$ cat config.mk
export PLATFORM = sky130hd
export DESIGN_NAME = spi_cmd_slave
export DESIGN_NICKNAME = d
export VERILOG_FILES = /design/src/rtl/spi_cmd_pkg.sv /design/src/rtl/spi_pin_sync.sv /design/src/rtl/spi_opcode_shift.sv /design/src/rtl/spi_status_tx.sv /design/src/rtl/spi_cmd_slave.sv
export SDC_FILE = /design/constraint.sdc
export NUM_CORES = 1
export LEC_CHECK = 0
export BUFFER_PORTS_ARGS = -buffer_cell sky130_fd_sc_hd__buf_4
export CORE_UTILIZATION = 40
export CTS_BUF_LIST = sky130_fd_sc_hd__clkbuf_8
export CTS_CLUSTER_SIZE = 12
export DETAILED_ROUTE_END_ITERATION = 6
export PLACE_DENSITY = 0.6
export SLEW_MARGIN = 20
export SYNTH_ARGS = -nofsm -noshare
export SYNTH_HDL_FRONTEND = slang
export SYNTH_SLANG_ARGS = --single-unit
$ cat constraint.sdc
create_clock -name clk -period 4.35 [get_ports clk]
set_input_delay 0.6525 -clock clk [delete_from_list [all_inputs] [get_ports clk]]
set_output_delay 0.6525 -clock clk [all_outputs]
set_load 0.01 [all_outputs]
$ cat src/rtl/spi_cmd_pkg.sv
package spi_cmd_pkg;
    localparam int OPCODE_W = 8;

    localparam logic [OPCODE_W-1:0] OP_STATUS_RD = 8'h05;
    localparam logic [OPCODE_W-1:0] OP_LATCH_SET = 8'h06;

    typedef enum logic [2:0] {
        ST_IDLE,
        ST_OPCODE,
        ST_ARMED,
        ST_STATUS,
        ST_DISCARD
    } cmd_state_e;
endpackage

$ cat src/rtl/spi_pin_sync.sv
module spi_pin_sync #(
    parameter int   STAGES    = 2,
    parameter logic RESET_VAL = 1'b0
) (
    input  logic clk,
    input  logic rst_n,
    input  logic pin,
    output logic level,
    output logic rise,
    output logic fall
);
    logic [STAGES-1:0] chain;
    logic              prev;

    always_ff @(posedge clk or negedge rst_n) begin
        if (!rst_n) begin
            chain <= {STAGES{RESET_VAL}};
            prev  <= RESET_VAL;
        end else begin
            chain <= {chain[STAGES-2:0], pin};
            prev  <= chain[STAGES-1];
        end
    end

    assign level = chain[STAGES-1];
    assign rise  = chain[STAGES-1] & ~prev;
    assign fall  = ~chain[STAGES-1] & prev;
endmodule

$ cat src/rtl/spi_opcode_shift.sv
module spi_opcode_shift #(
    parameter int W = 8
) (
    input  logic         clk,
    input  logic         rst_n,
    input  logic         clear,
    input  logic         shift,
    input  logic         din,
    output logic [W-1:0] next_byte,
    output logic         last
);
    localparam int CW = $clog2(W + 1);

    logic [W-1:0]  byte_q;
    logic [CW-1:0] cnt;

    assign next_byte = {byte_q[W-2:0], din};
    assign last      = shift && (cnt == CW'(W - 1));

    always_ff @(posedge clk or negedge rst_n) begin
        if (!rst_n) begin
            byte_q <= '0;
            cnt    <= '0;
        end else if (clear) begin
            byte_q <= '0;
            cnt    <= '0;
        end else if (shift && (cnt < CW'(W))) begin
            byte_q <= next_byte;
            cnt    <= cnt + 1'b1;
        end
    end
endmodule

$ cat src/rtl/spi_status_tx.sv
module spi_status_tx #(
    parameter int W = 8
) (
    input  logic         clk,
    input  logic         rst_n,
    input  logic         load,
    input  logic         active,
    input  logic         shift,
    input  logic [W-1:0] status,
    output logic         miso
);
    localparam int IW = $clog2(W);

    logic [IW-1:0] idx;

    always_ff @(posedge clk or negedge rst_n) begin
        if (!rst_n) begin
            idx  <= IW'(W - 1);
            miso <= 1'b0;
        end else if (load) begin
            idx  <= IW'(W - 1);
            miso <= 1'b0;
        end else if (!active) begin
            miso <= 1'b0;
        end else if (shift) begin
            miso <= status[idx];
            idx  <= (idx == '0) ? IW'(W - 1) : idx - 1'b1;
        end
    end
endmodule

$ cat src/rtl/spi_cmd_slave.sv
module spi_cmd_slave
    import spi_cmd_pkg::*;
#(
    parameter int SYNC_STAGES = 2,
    parameter int WEL_BIT     = 1
) (
    input  logic clk,
    input  logic rst_n,
    input  logic spi_sck,
    input  logic spi_cs_n,
    input  logic spi_mosi,
    output logic spi_miso,
    input  logic wel_clear,
    output logic wel_q
);
    logic sck_lvl, sck_rise, sck_fall;
    logic cs_lvl, cs_rise, cs_fall;
    logic mosi_lvl, mosi_rise_n, mosi_fall_n;

    spi_pin_sync #(.STAGES(SYNC_STAGES), .RESET_VAL(1'b0)) u_sck_sync (
        .clk(clk), .rst_n(rst_n), .pin(spi_sck),
        .level(sck_lvl), .rise(sck_rise), .fall(sck_fall)
    );
    spi_pin_sync #(.STAGES(SYNC_STAGES), .RESET_VAL(1'b1)) u_cs_sync (
        .clk(clk), .rst_n(rst_n), .pin(spi_cs_n),
        .level(cs_lvl), .rise(cs_rise), .fall(cs_fall)
    );
    spi_pin_sync #(.STAGES(SYNC_STAGES), .RESET_VAL(1'b0)) u_mosi_sync (
        .clk(clk), .rst_n(rst_n), .pin(spi_mosi),
        .level(mosi_lvl), .rise(mosi_rise_n), .fall(mosi_fall_n)
    );

    cmd_state_e state, state_nx;

    logic                shift_clear, shift_en, op_last;
    logic [OPCODE_W-1:0] op_byte;
    logic                tx_load, tx_active, tx_shift;
    logic                wel_commit;
    logic [OPCODE_W-1:0] status_byte;

    spi_opcode_shift #(.W(OPCODE_W)) u_op_shift (
        .clk(clk), .rst_n(rst_n), .clear(shift_clear), .shift(shift_en),
        .din(mosi_lvl), .next_byte(op_byte), .last(op_last)
    );

    always_comb begin
        status_byte          = '0;
        status_byte[WEL_BIT] = wel_q;
    end

    spi_status_tx #(.W(OPCODE_W)) u_status_tx (
        .clk(clk), .rst_n(rst_n), .load(tx_load), .active(tx_active),
        .shift(tx_shift), .status(status_byte), .miso(spi_miso)
    );

    always_ff @(posedge clk or negedge rst_n) begin
        if (!rst_n) state <= ST_IDLE;
        else        state <= state_nx;
    end

    always_comb begin
        state_nx    = state;
        shift_clear = 1'b0;
        shift_en    = 1'b0;
        tx_load     = 1'b0;
        tx_active   = 1'b0;
        tx_shift    = 1'b0;
        wel_commit  = 1'b0;
        unique case (state)
            ST_IDLE: begin
                shift_clear = 1'b1;
                if (cs_fall) state_nx = ST_OPCODE;
            end
            ST_OPCODE: begin
                if (cs_rise) begin
                    state_nx = ST_IDLE;
                end else begin
                    shift_en = sck_rise;
                    if (op_last) begin
                        if (op_byte == OP_STATUS_RD) begin
                            state_nx = ST_STATUS;
                            tx_load  = 1'b1;
                        end else if (op_byte == OP_LATCH_SET) begin
                            state_nx = ST_ARMED;
                        end else begin
                            state_nx = ST_DISCARD;
                        end
                    end
                end
            end
            ST_ARMED: begin
                if (cs_rise) begin
                    state_nx   = ST_IDLE;
                    wel_commit = 1'b1;
                end else if (sck_rise) begin
                    state_nx = ST_DISCARD;
                end
            end
            ST_STATUS: begin
                tx_active = 1'b1;
                tx_shift  = sck_fall && !cs_lvl;
                if (cs_rise) state_nx = ST_IDLE;
            end
            ST_DISCARD: begin
                if (cs_rise) state_nx = ST_IDLE;
            end
            default: state_nx = ST_IDLE;
        endcase
    end

    always_ff @(posedge clk or negedge rst_n) begin
        if (!rst_n)          wel_q <= 1'b0;
        else if (wel_clear)  wel_q <= 1'b0;
        else if (wel_commit) wel_q <= 1'b1;
    end
endmodule

Word level (Yosys, flattened, before mapping)

Index checks and enable logic that the tools add are counted.

Add/subtract/negate cells: 2
Multipliers: 0
Divide/modulo/power cells: 0
Order comparisons: 2
Eq/ne operators: 12
Shift operators: 0
Multiplexer cells: 35
Bitwise operators: 8
Reduce and logical (&&, ||, !) cells: 13

Operators by type and width:

| kind                                                                         | count |
|---|---|
| 3-bit 2-to-1 mux                                                             | 12 |
| 1-bit 2-to-1 mux                                                             | 17 |
| 8-bit by 3-bit == test with 1-bit output, second input constant              | 2 |
| 7-bit 2-to-1 mux                                                             | 2 |
| 3-bit one-hot mux with 4 select lines                                        | 1 |
| 3-bit != test, second input constant                                         | 3 |
| 4-bit 2-to-1 mux                                                             | 2 |
| 2-bit nonzero test                                                           | 4 |
| 3-bit by 2-bit == test with 1-bit output, second input constant              | 2 |
| 3-bit logical NOT                                                            | 2 |
| 4-bit by 1-bit adder with 4-bit output, second input constant                | 1 |
| 1-bit AND                                                                    | 4 |
| 4-bit by 3-bit == test with 1-bit output, second input constant              | 1 |
| 3-bit by 4-bit less-than comparator with 1-bit output, second input constant | 1 |
| 4-bit less-than comparator, second input constant                            | 1 |
| 1-bit NOT                                                                    | 4 |
| 4-bit AND reduction                                                          | 1 |
| 1-bit binary-select mux with 3-bit select                                    | 1 |
| 3-bit by 1-bit == test with 1-bit output, second input constant              | 1 |
| 3-bit == test, second input constant                                         | 1 |
| 1-bit logical AND                                                            | 3 |
| 3-bit by 1-bit subtractor with 3-bit output, second input constant           | 1 |
| 2-bit by 1-bit != test with 1-bit output, second input constant              | 1 |
| 2-bit != test, second input constant                                         | 1 |
| other kinds (3)                                                              | 3 |

Bits in registers: 27
Bits in latches: 0
Bits in writable memories: 0
Bits in read-only memories: 0
Bits of input ports: 6
Output and inout port bits: 2
Word-level logic and storage cells: 83
Memories kept: 0

Depth between registers and ports, before layout

Gate-level depths: netlist (run 1).

Depth in word-level cells: 10
Mapped depth: 7
Mapped depth without buffers: 5

Modules after synthesis

From an unflattened synthesis (run 1), not the netlist that was laid out.

Cell total of the unflattened synthesis: 138
Area, all modules: 1436.4 µm²

By module, submodules not included:

| module                         | instances | cells each | area an instance (µm²) | sequential area each (µm²) |
|---|---|---|---|---|
| spi_opcode_shift               | 1         | 50         | 500.5                  | 275.3 |
| spi_cmd_slave                  | 1         | 44         | 374.1                  | 100.1 |
| spi_status_tx                  | 1         | 29         | 287.8                  | 103.8 |
| spi_pin_sync (u_mosi_sync ...) | 2         | 5          | 90.1                   | 75.1 |
| spi_pin_sync (u_cs_sync)       | 1         | 5          | 93.8                   | 78.8 |

Worst setup path before layout (run 1)

Ideal clock, no wire load.

Path kind: register to register
From: register u_cs_sync.chain[1]
To: register u_op_shift.byte_q[6]
Arrival: 1.428 ns
Data required time: 4.227 ns
Slack: 2.799 ns
Stages on the path, launching flop included: 7
Clock period less this slack: 1.551 ns
Cell sequence: dfstp_2 nor2b_1 and3b_1 buf_2 buf_2 nand2_1 o21ai_1

Word-level cells in the longest chain between the ends: 5

Ends and longest elaborated chain:

| item                         | RTL line               | RTL |
|---|---|---|
| from (decl)                  | spi_pin_sync.sv:12     | `logic [STAGES-1:0] chain;` |
| from (signal assigned)       | spi_pin_sync.sv:17     | `chain <= {STAGES{RESET_VAL}};` |
| from (signal assigned)       | spi_pin_sync.sv:20     | `chain <= {chain[STAGES-2:0], pin};` |
| 1-bit AND                    | spi_pin_sync.sv:26     | `assign rise = chain[STAGES-1] & ~prev;` |
| 1-bit 2-to-1 mux             | spi_cmd_slave.sv:75    | `if (cs_rise) begin` |
| 1-bit 2-to-1 mux             | spi_cmd_slave.sv:69    | `unique case (state)` |
| 1-bit logical AND            | spi_opcode_shift.sv:27 | `end else if (shift && (cnt < CW'(W))) begin` |
| 2-bit nonzero test (no line) | -                      |  |
| to (signal assigned)         | spi_opcode_shift.sv:28 | `byte_q <= next_byte;` |
| to (decl)                    | spi_opcode_shift.sv:14 | `logic [W-1:0] byte_q;` |

No other way between the ends.
A chain may end at the register's enable or synchronous reset.

Final worst setup path (run 1)

From: register u_cs_sync.chain[1]
To: register u_op_shift.byte_q[5]

Same word-level chain as after synthesis.

==> results.yml, run 1 <==
placed_design:
  dp_hpwl_um: 1466
  dpl_cell_area_sq_um: 1284
  preCtsSetupSlack_ns: 2.689
  dp_cells: 147
  gp_congestion: 0.8061
  port-buffer-count: 7
timing:
  timing.final.crit_share: 0.3849
  slew_headroom: 0.6300
  setup_viol: 0
  drv_slew: 0
  tns_ns: 0
  tightest_slew_ns: 0.5549
  rsz0062_at_grt: "false"
  skew_ns: 0.001914
  period_minus_slack_ns: 1.674
  fin_ws_ns: 2.676
  final-hold-violation-count: 0
  max_freq_mhz: 597.3
clocking:
  path_clk_slew_ns: 0.09
  cts_buffer_depth: 2
  cts-root-buf: "clkbuf_8"
  numCtsBuffers: 3
  h-tree-depth: 1
  ctsHoldBuffers: 0
  cts_num_sinks: 27
  cts_resized: 0
  clk_latency_ns: 0.27
  cts_tree: "yes"
  postCtsSetupBuffers: 0
yosys:
  yosysUniqueCellTypes: 36
  synthCells: 113
  syn_area_sq_um: 1211
  yosys_warnings: 0
  seq_area_frac_synth: 0.5640
  ys_ff_latch: 27
  syn-num-nets: 122
  synth_area_per_cell_sq_um: 10.72
routing:
  ant_nets: 0
  wl_per_cell_um: 13.45
  num_vias: 825
  drc: 0
  wl_um: 2031
  drt_pass1_iterations: 4
  drt-initial-drc-count: 31
  vias_per_cell: 5.464
run:
  cap_violations: 0
grt:
  grt_pass1_wl_um: 3663
  grt_pass1_vias: 846
  grt_max_degree: 28
  grt_remaining_overflow: 0
  antenna_found_initial: 0
  gr-usage-all-layers: 0.1481
die:
  initial_core_util: 0.4318
  io_pins: 8
  dieArea_sq_um: 3252
  coreArea_sq_um: 2805
  rows: 19
  dieHeight_um: 57.03
  die_w_um: 57.03
setup_path:
  r2r-end: "u_op_shift.byte_q[5]$_DFFE_PN0P_"
  crit_chain: "nor2b_1 > and3b_1 > nand2_1 > o21ai_1"
  endpoint_kind: "flip-flop"
  required_ns: 4.50
  critical_path_class: "reg -> reg"
  worst_path_largest_cell_delay_ns: 0.56
  cpMaxStageDelayCell: "dfstp_2"
  rr_startpoint: "u_cs_sync.chain[1]$_DFF_PN1_"
  crit_fanout: 17
  r2r_cells: 4
  cp-start-kind: "flip-flop"
  critPathArrivalTime_ns: 1.82
  reg2reg_slack_ns: 2.68
power_and_ir_drop:
  ir_drop_mv: 0.1718
  leakagePower_nw: 0.5789
  powerDensity_nw_per_um2: 328.1
layout:
  drive_gt1_frac: 0.1917
  n_antenna_cell: 0
  nets: 130
  area_delta_synth_final_pct: 9.710
  postLayoutCellArea_sq_um: 1329
  final_util: 0.4737
  fin_cells: 151
run_status:
  status: "complete, no violations"
min_path:
  hp-class: "in -> async"
[logic make-up (layout without fill, tap and decap cells)]
group	Yosys count	count (layout)	synth area share
compound gates	19	19	0.09813
flops	27	27	0.5640
xor+xnor	2	2	0.01447
fa+ha+maj	3	3	0.03100
simple gates	50	50	0.2356
mux	3	3	0.02583
buf+inv	9	16	0.03099
[cell type report]
| cell class | count | area (sq um) |
|---|---|---|
| Tap cell | 31 | 38.79 |
| Clock buffer | 3 | 41.29 |
| Clock inverter | 1 | 3.754 |
| Timing Repair Buffer | 7 | 52.55 |
| Fill cell | 262 | 1476 |
| Sequential cell | 27 | 683.2 |
| Multi-Input combinational cell | 77 | 490.5 |
| Inverter | 5 | 18.77 |
[power breakdown]
part	internal, mW	switching (mW)
sequential	0.260	0.00790
clock	0.0634	0.0768
combinational	0.0111	0.0172
total	0.334	0.102
[stage by stage]
step | total power [mW] | hold slack (ns)
floorplan | 0.2884 | 0.3312
global placement | 0.3004 | 0.3328
detailed placement | 0.3015 | 0.3365
CTS | 0.4413 | 0.2836
global route | 0.4580 | 0.2948
finish | 0.4360 | 0.2730
[registers in the layout (all words and copies together), names as in the netlist]
| name | cells |
|---|---|
| state | 3 |
| u_cs_sync.chain | 2 |
| u_cs_sync.prev | 1 |
| u_mosi_sync.chain | 2 |
| u_op_shift.byte_q | 7 |
| u_op_shift.cnt | 4 |
| u_sck_sync.chain | 2 |
| u_sck_sync.prev | 1 |
| u_status_tx.idx | 3 |
| u_status_tx.miso | 1 |
| wel_q | 1 |
[placed cells by master, fill, tap and decap left out, types with 2 or more instances in the layout]
| cell type | netlist | routed |
|---|---|---|
| nor2_1 | 3 | 3 |
| a31oi_1 | 2 | 2 |
| and3b_1 | 2 | 2 |
| mux2i_1 | 2 | 2 |
| dfstp_2 | 6 | 6 |
| inv_1 | 5 | 6 |
| xnor2_1 | 2 | 2 |
| buf_4 | 0 | 7 |
| ha_1 | 3 | 3 |
| clkbuf_8 | 0 | 3 |
| dfrtp_1 | 21 | 21 |
| and4b_1 | 2 | 2 |
| a21oi_1 | 3 | 3 |
| nand2_1 | 21 | 21 |
| nand3_1 | 3 | 3 |
| nor2b_1 | 3 | 3 |
| nor3_1 | 4 | 4 |
| o21ai_1 | 9 | 9 |
[critical path: cells and delay by family, from the launching register on]
kind,cells,cell delay [ns]
AOI/OAI and AO/OA,1,0.07
and+or+nand+nor,3,0.91
DFF,1,0.56
[Yosys cell counts]
cell	number	area, sq um
nand4_1	1	6.260
o32ai_1	1	8.760
nand3_1	3	15.01
a41oi_1	1	8.760
and4b_1	2	20.02
ha_1	3	37.54
nand2b_1	1	6.260
mux2i_1	2	20.02
o21ai_1	9	45.04
clkbuf_1	1	3.750
and3b_1	2	17.52
xnor2_1	2	17.52
nand2_1	21	78.83
nor2_2	1	6.260
buf_2	3	15.01
nor3_2	1	10.01
nor4_2	1	12.51
nor3_1	4	20.02
dfstp_2	6	157.7
a2bb2oi_1	1	8.760
or2_2	1	6.260
or4b_4	1	13.76
nor4_1	1	6.260
nor2_1	3	11.26
dfrtp_1	21	525.5
a31oi_1	2	12.51
a311oi_2	1	15.01
mux2_2	1	11.26
nand3b_1	1	7.510
a21oi_1	3	15.01
and4_1	1	8.760
and4bb_1	1	12.51
o21ai_0	1	5.000
inv_1	5	18.77
nor3b_1	1	7.510
nor2b_1	3	18.77
[layer usage]
layer  vias to the layer above  GRT usage  wire, um
met5                         -          0         0
met1                       395     0.1766       988
li1                        409          -         -
met3                         5    0.04535        91
met4                         0    0.06969        40
met2                        16     0.2454       911
[worst max path at each step]
stage	start	to	slack (ns)	depth (start not counted)
6_report	u_cs_sync.chain[1]$_DFF_PN1_	u_op_shift.byte_q[5]$_DFFE_PN0P_	2.68	4
5_1_grt	u_cs_sync.chain[1]$_DFF_PN1_	u_op_shift.byte_q[1]$_DFFE_PN0P_	2.51	4
4_1_cts	u_cs_sync.chain[1]$_DFF_PN1_	u_op_shift.byte_q[2]$_DFFE_PN0P_	2.67	4
3_5_place_dp	u_cs_sync.chain[1]$_DFF_PN1_	u_op_shift.byte_q[2]$_DFFE_PN0P_	2.69	4
3_3_place_gp	u_cs_sync.chain[1]$_DFF_PN1_	u_op_shift.byte_q[1]$_DFFE_PN0P_	2.73	4
2_1_floorplan	u_cs_sync.chain[1]$_DFF_PN1_	u_op_shift.byte_q[6]$_DFFE_PN0P_	2.80	6
(Power assumes the default switching activity.)
==> run 2, diff against run 1 <==
- clock period: 4.35 -> 1.7 ns (I/O delays scaled with it)
==> run 2 against run 1 <==
- fmax is 8.0% higher
- non-clock buffer count is 5 higher
- critical endpoint is now state[0]$_DFFE_PN0P_
- critical path depth did not move
- hold slack lost 0.19 ns
- combinational power grew to 3.1 times the previous value
- highest routed layer unchanged
- sequential share of layout area shrank 1.5 points
- power grew to 2.6 times the previous value
- worst setup slack worse by 2.5 ns
- core utilization rose by 1.4 points
- largest power group unchanged
==> results.yml, run 2 (synthesized netlist as in run 1, its figures left out) <==
run_status:
  status: "complete, no violations"
routing:
  wl_um: 2215
  drc: 0
  wl_per_cell_um: 14.20
  vias_per_cell: 5.301
  drt_pass1_iterations: 4
  drt-initial-drc-count: 18
  num_vias: 827
  ant_nets: 0
min_path:
  hold_path_startpoint: "spi_sck"
  hp-class: "in -> reg"
placed_design:
  dp_cells: 151
  dp_hpwl_um: 1603
  gp_congestion: 0.8506
  preCtsSetupSlack_ns: 0.1528
  port-buffer-count: 7
die:
  die_w_um: 57.03
  rows: 19
  coreArea_sq_um: 2805
  dieArea_sq_um: 3252
  io_pins: 8
  initial_core_util: 0.4318
  dieHeight_um: 57.03
timing:
  fin_ws_ns: 0.1500
  rsz0062_at_grt: "false"
  tightest_slew_ns: 0.5896
  timing.final.crit_share: 0.9117
  max_freq_mhz: 645.2
  tns_ns: 0
  final-hold-violation-count: 0
  setup_viol: 0
  period_minus_slack_ns: 1.550
  slew_headroom: 0.6069
  drv_slew: 0
  skew_ns: 0.008155
setup_path:
  critPathTopFamily: "simple AND/OR/NAND/NOR gates"
  worstSetupStartpoint: "u_op_shift.byte_q[4]$_DFFE_PN0P_"
  required_ns: 1.88
  rr_startpoint: "u_op_shift.byte_q[4]$_DFFE_PN0P_"
  crit_buf_inv: 0
  critPathArrivalTime_ns: 1.73
  cp-start-kind: "flip-flop"
  critical_path_class: "reg -> reg"
  crit_chain: "or4b_4 > nor3_2 > nand3b_1 > a311oi_2"
  worst_path_largest_cell_delay_ns: 0.55
  crit_fanout: 3
  cpMaxStageDelayCell: "or4b_4"
  endpoint_kind: "flip-flop"
layout:
  n_antenna_cell: 0
  drive_gt1_frac: 0.2160
  largestRegisters: "u_op_shift.byte_q x7, u_op_shift.cnt x4"
  top_register: "u_op_shift.byte_q"
  largest_reg_flops: 7
  final_util: 0.4880
  nets: 135
  area_delta_synth_final_pct: 13.02
  final_cell_mix: "21 x nand2_1, 21 x dfrtp_1, 11 x buf_4"
  fin_cells: 156
clocking:
  cts_resized: 0
  postCtsSetupBuffers: 0
  cts-root-buf: "clkbuf_8"
  clk_latency_ns: 0.27
  path_clk_slew_ns: 0.09
  cts_buffer_depth: 2
  cts_tree: "yes"
  cts_num_sinks: 27
  numCtsBuffers: 3
  h-tree-depth: 1
grt:
  gr-usage-all-layers: 0.1614
  grt_pass1_wl_um: 3967
  met2_usage: 0.2319
  grt-busiest-layer: "met1"
  use_met3: 0.02948
  grt_max_degree: 28
  grt_remaining_overflow: 0
  grt_pass1_vias: 814
  use_met1: 0.2429
  antenna_found_initial: 0
run:
  cap_violations: 0
power_and_ir_drop:
  power_mw: 1.123
  leakagePower_nw: 0.6037
  powerDensity_nw_per_um2: 820.4
  ir_drop_mv: 0.4586
==> run 2: cell types whose count changed in the layout (fill, tap and decap cells not counted), sizes merged <==
| cell | before | now |
|---|---|---|
| buf | 7 | 11 |
| dlygate4sd3 | 0 | 1 |
==> run 2: routing by layer <==
layer  wire length [um]  vias to the layer above
met4                 29                        0
met1               1122                      388
met2                996                       17
met5                  0                        -
li1                   -                      420
met3                 67                        2
==> run 2: area by class of cell <==
type	count	area (sq um)
fill	261	1436
sequential	27	683.2
multi-input combinational	77	490.5
timing repair buffer	12	92.59
clock buffer	3	41.29
tap	31	38.79
inverter	5	18.77
clock inverter	1	3.754
==> run 2: through the flow <==
step | hold WS [ns] | cell area, sq um
floorplan | -0.04059 | 1211
global placement | 0.1816 | 1314
detailed placement | 0.1885 | 1314
CTS | 0.07213 | 1369
global route | 0.06511 | 1369
finish | 0.07960 | 1369
==> run 2: worst paths after layout <==
path	endpoint	slack, ns	cells past startpoint
max reg2reg	state[0]$_DFFE_PN0P_	0.15	4
min reg2reg	u_mosi_sync.chain[1]$_DFF_PN0_	0.35	0
min in group asynchronous	u_sck_sync.prev$_DFF_PN0_	0.41	2
max	state[0]$_DFFE_PN0P_	0.15	4
min	u_sck_sync.chain[0]$_DFF_PN0_	0.08	1
max in group asynchronous	u_status_tx.idx[2]$_DFFE_PN1P_	0.98	2
==> run 2: report_power, final <==
part	switching [mW]	total, mW	leakage [nW]	internal, mW
Clock	0.192	0.354	0.0269	0.162
Sequential	0.0159	0.681	0.340	0.665
Combinational	0.0528	0.0882	0.236	0.0354
Total	0.261	1.12	0.604	0.862
==> run 2: what timing repair did <==
action                     CTS  global route
hold buffers                 1             0
setup endpoints to repair    0             0
hold endpoints to repair    21             0
==> run 2: worst reg2reg max path: stages (launching register included) <==
cell	delay [ns]
dfrtp_1	0.40
or4b_4	0.55
nor3_2	0.15
nand3b_1	0.11
a311oi_2	0.26
==> run 3, diff against run 2 <==
- GPL_TIMING_DRIVEN: unset -> 0
==> run 3 against run 2 <==
- highest routed layer unchanged
- core utilization grew 0.18 points
- wire length is 7.1% lower
- clock skew decreased by 0.0072 ns
- flip-flop and latch count stayed put
- worst setup slack worse by 0.055 ns
- fmax is 3.4% lower
- die area did not move
- clock power is 2% lower
- clock-buffer cell count unchanged
- critical path type unchanged
==> results.yml, run 3 (synthesized netlist as in run 1, its figures left out) <==
power_and_ir_drop:
  p_int_uw: 861.1
  powerDensity_nw_per_um2: 810.4
  sequentialPowerShare: 0.610
  power_switching_uw: 252.3
  ir_drop_mv: 0.6910
  pwr-share-comb: 0.079
  leakagePower_nw: 0.5977
  power_mw: 1.113
  clkPwrFrac: 0.311
  p_sw_frac: 0.2266
clocking:
  path_clk_slew_ns: 0.09
  cts_num_sinks: 27
  cts_tree: "yes"
  postCtsSetupBuffers: 0
  cts-root-buf: "clkbuf_8"
  h-tree-depth: 1
  numCtsBuffers: 3
  clk_latency_ns: 0.26
  cts_buffer_depth: 2
layout:
  area_delta_synth_final_pct: 13.43
  largestRegisters: "u_op_shift.byte_q x7, u_op_shift.cnt x4"
  fin_cells: 156
  final_cell_mix: "21 x nand2_1, 21 x dfrtp_1, 9 x o21ai_1"
  largest_reg_flops: 7
  postLayoutCellArea_sq_um: 1374
  drive_gt1_frac: 0.2160
  nets: 135
  fill_cells: 278
  top_register: "u_op_shift.byte_q"
  n_antenna_cell: 0
run_status:
  status: "complete, no violations"
timing:
  slew_headroom: 0.6734
  fin_ws_ns: 0.09527
  tightest_slew_ns: 0.4888
  max_freq_mhz: 623.2
  drv_slew: 0
  skew_ns: 0.001003
  final-hold-violation-count: 0
  timing.final.crit_share: 0.9440
  period_minus_slack_ns: 1.605
  setup_viol: 0
routing:
  ant_nets: 0
  drc: 0
  drt-initial-drc-count: 14
  wl_um: 2057
  num_vias: 839
  vias_per_cell: 5.378
  wl_per_cell_um: 13.19
  drt_pass1_iterations: 4
setup_path:
  r2r_cells: 4
  reg2reg_slack_ns: 0.1
  cp-start-kind: "flip-flop"
  critPathTopFamily: "simple AND/OR/NAND/NOR gates"
  required_ns: 1.88
  critical_path_class: "reg -> reg"
  crit_chain: "or4b_4 > nor3_4 > nand3b_1 > a311oi_2"
  worst_path_largest_cell_delay_ns: 0.57
  cpMaxStageDelayCell: "or4b_4"
  cp.depth: 4
  critPathArrivalTime_ns: 1.78
  crit_buf_inv: 0
  crit_fanout: 3
  endpoint_kind: "flip-flop"
die:
  dieArea_sq_um: 3252
  coreArea_sq_um: 2805
  die_w_um: 57.03
  rows: 19
  dieHeight_um: 57.03
  initial_core_util: 0.4318
  io_pins: 8
grt:
  grt_pass1_vias: 800
  grt_max_degree: 28
  grt_remaining_overflow: 0
  grt_pass1_wl_um: 3650
  gr-usage-all-layers: 0.1471
  antenna_found_initial: 0
placed_design:
  preCtsSetupSlack_ns: -0.08471
  dpl_cell_area_sq_um: 1303
  dp_hpwl_um: 1461
  dp_cells: 151
  port-buffer-count: 7
  gp_congestion: 0.7651
min_path:
  hp-class: "in -> reg"
  holdPathStages: 1
run:
  cap_violations: 0
[run 3: worst paths after layout]
kind                                                 end                        startpoint
setup / recovery                    state[0]$_DFFE_PN0P_  u_op_shift.byte_q[4]$_DFFE_PN0P_
hold / removal              u_cs_sync.chain[0]$_DFF_PN1_                          spi_cs_n
setup reg to reg                    state[0]$_DFFE_PN0P_  u_op_shift.byte_q[4]$_DFFE_PN0P_
hold reg to reg            u_sck_sync.chain[1]$_DFF_PN0_     u_sck_sync.chain[0]$_DFF_PN0_
max in group asynchronous   u_cs_sync.chain[0]$_DFF_PN1_                             rst_n
min in group asynchronous   u_status_tx.miso$_DFFE_PN0P_                             rst_n
[run 3: repair_timing]
action | in CTS | in global routing
setup endpoints to repair | 8 | 9
endpoints found under the hold margin | 21 | 0
gates resized for setup | 1 | 3
hold buffers | 1 | 0
pin swaps | 0 | 1
[run 3: routing by layer]
layer / vias to the layer above / track usage / share of wire / routed length, um
met3: 2 / 0.04762 / 0.020 / 42
met1: 408 / 0.2047 / 0.52 / 1061
li1: 420 / - / - / -
met2: 9 / 0.2269 / 0.45 / 933
met4: 0 / 0.03136 / 0.0097 / 20
met5: - / 0 / 0 / 0
[run 3: power groups by stage]
stage / logic (mW) / registers, mW / clock network, mW
4_1_cts: 0.0879 / 0.679 / 0.364
3_5_place_dp: 0.0852 / 0.691 / 0
5_1_grt: 0.0992 / 0.683 / 0.394
3_3_place_gp: 0.0842 / 0.690 / 0
6_report: 0.0881 / 0.679 / 0.346
2_1_floorplan: 0.0508 / 0.687 / 0
[run 3: through the flow]
step	hold slack, ns	setup TNS, ns	utilization
4_1_cts	0.08260	0	0.4848
5_1_grt	0.07274	-0.009280	0.4897
6_report	0.08852	0	0.4897
2_1_floorplan	-0.04059	0	-
3_3_place_gp	0.1820	-0.4473	0.4643
3_5_place_dp	0.1840	-0.5821	0.4643
[run 3: cell type report]
type	count	area [sq um]	area share
inverters	5	18.77	0.01366
repair buffers	8	62.56	0.04554
multi-input cells	77	504.2	0.3670
flip-flops and latches	27	683.2	0.4973
clock buffers	3	41.29	0.03005
clock inverters	1	3.754	0.002732
well taps	31	38.79	0.02823
plain buffers	4	21.27	0.01548
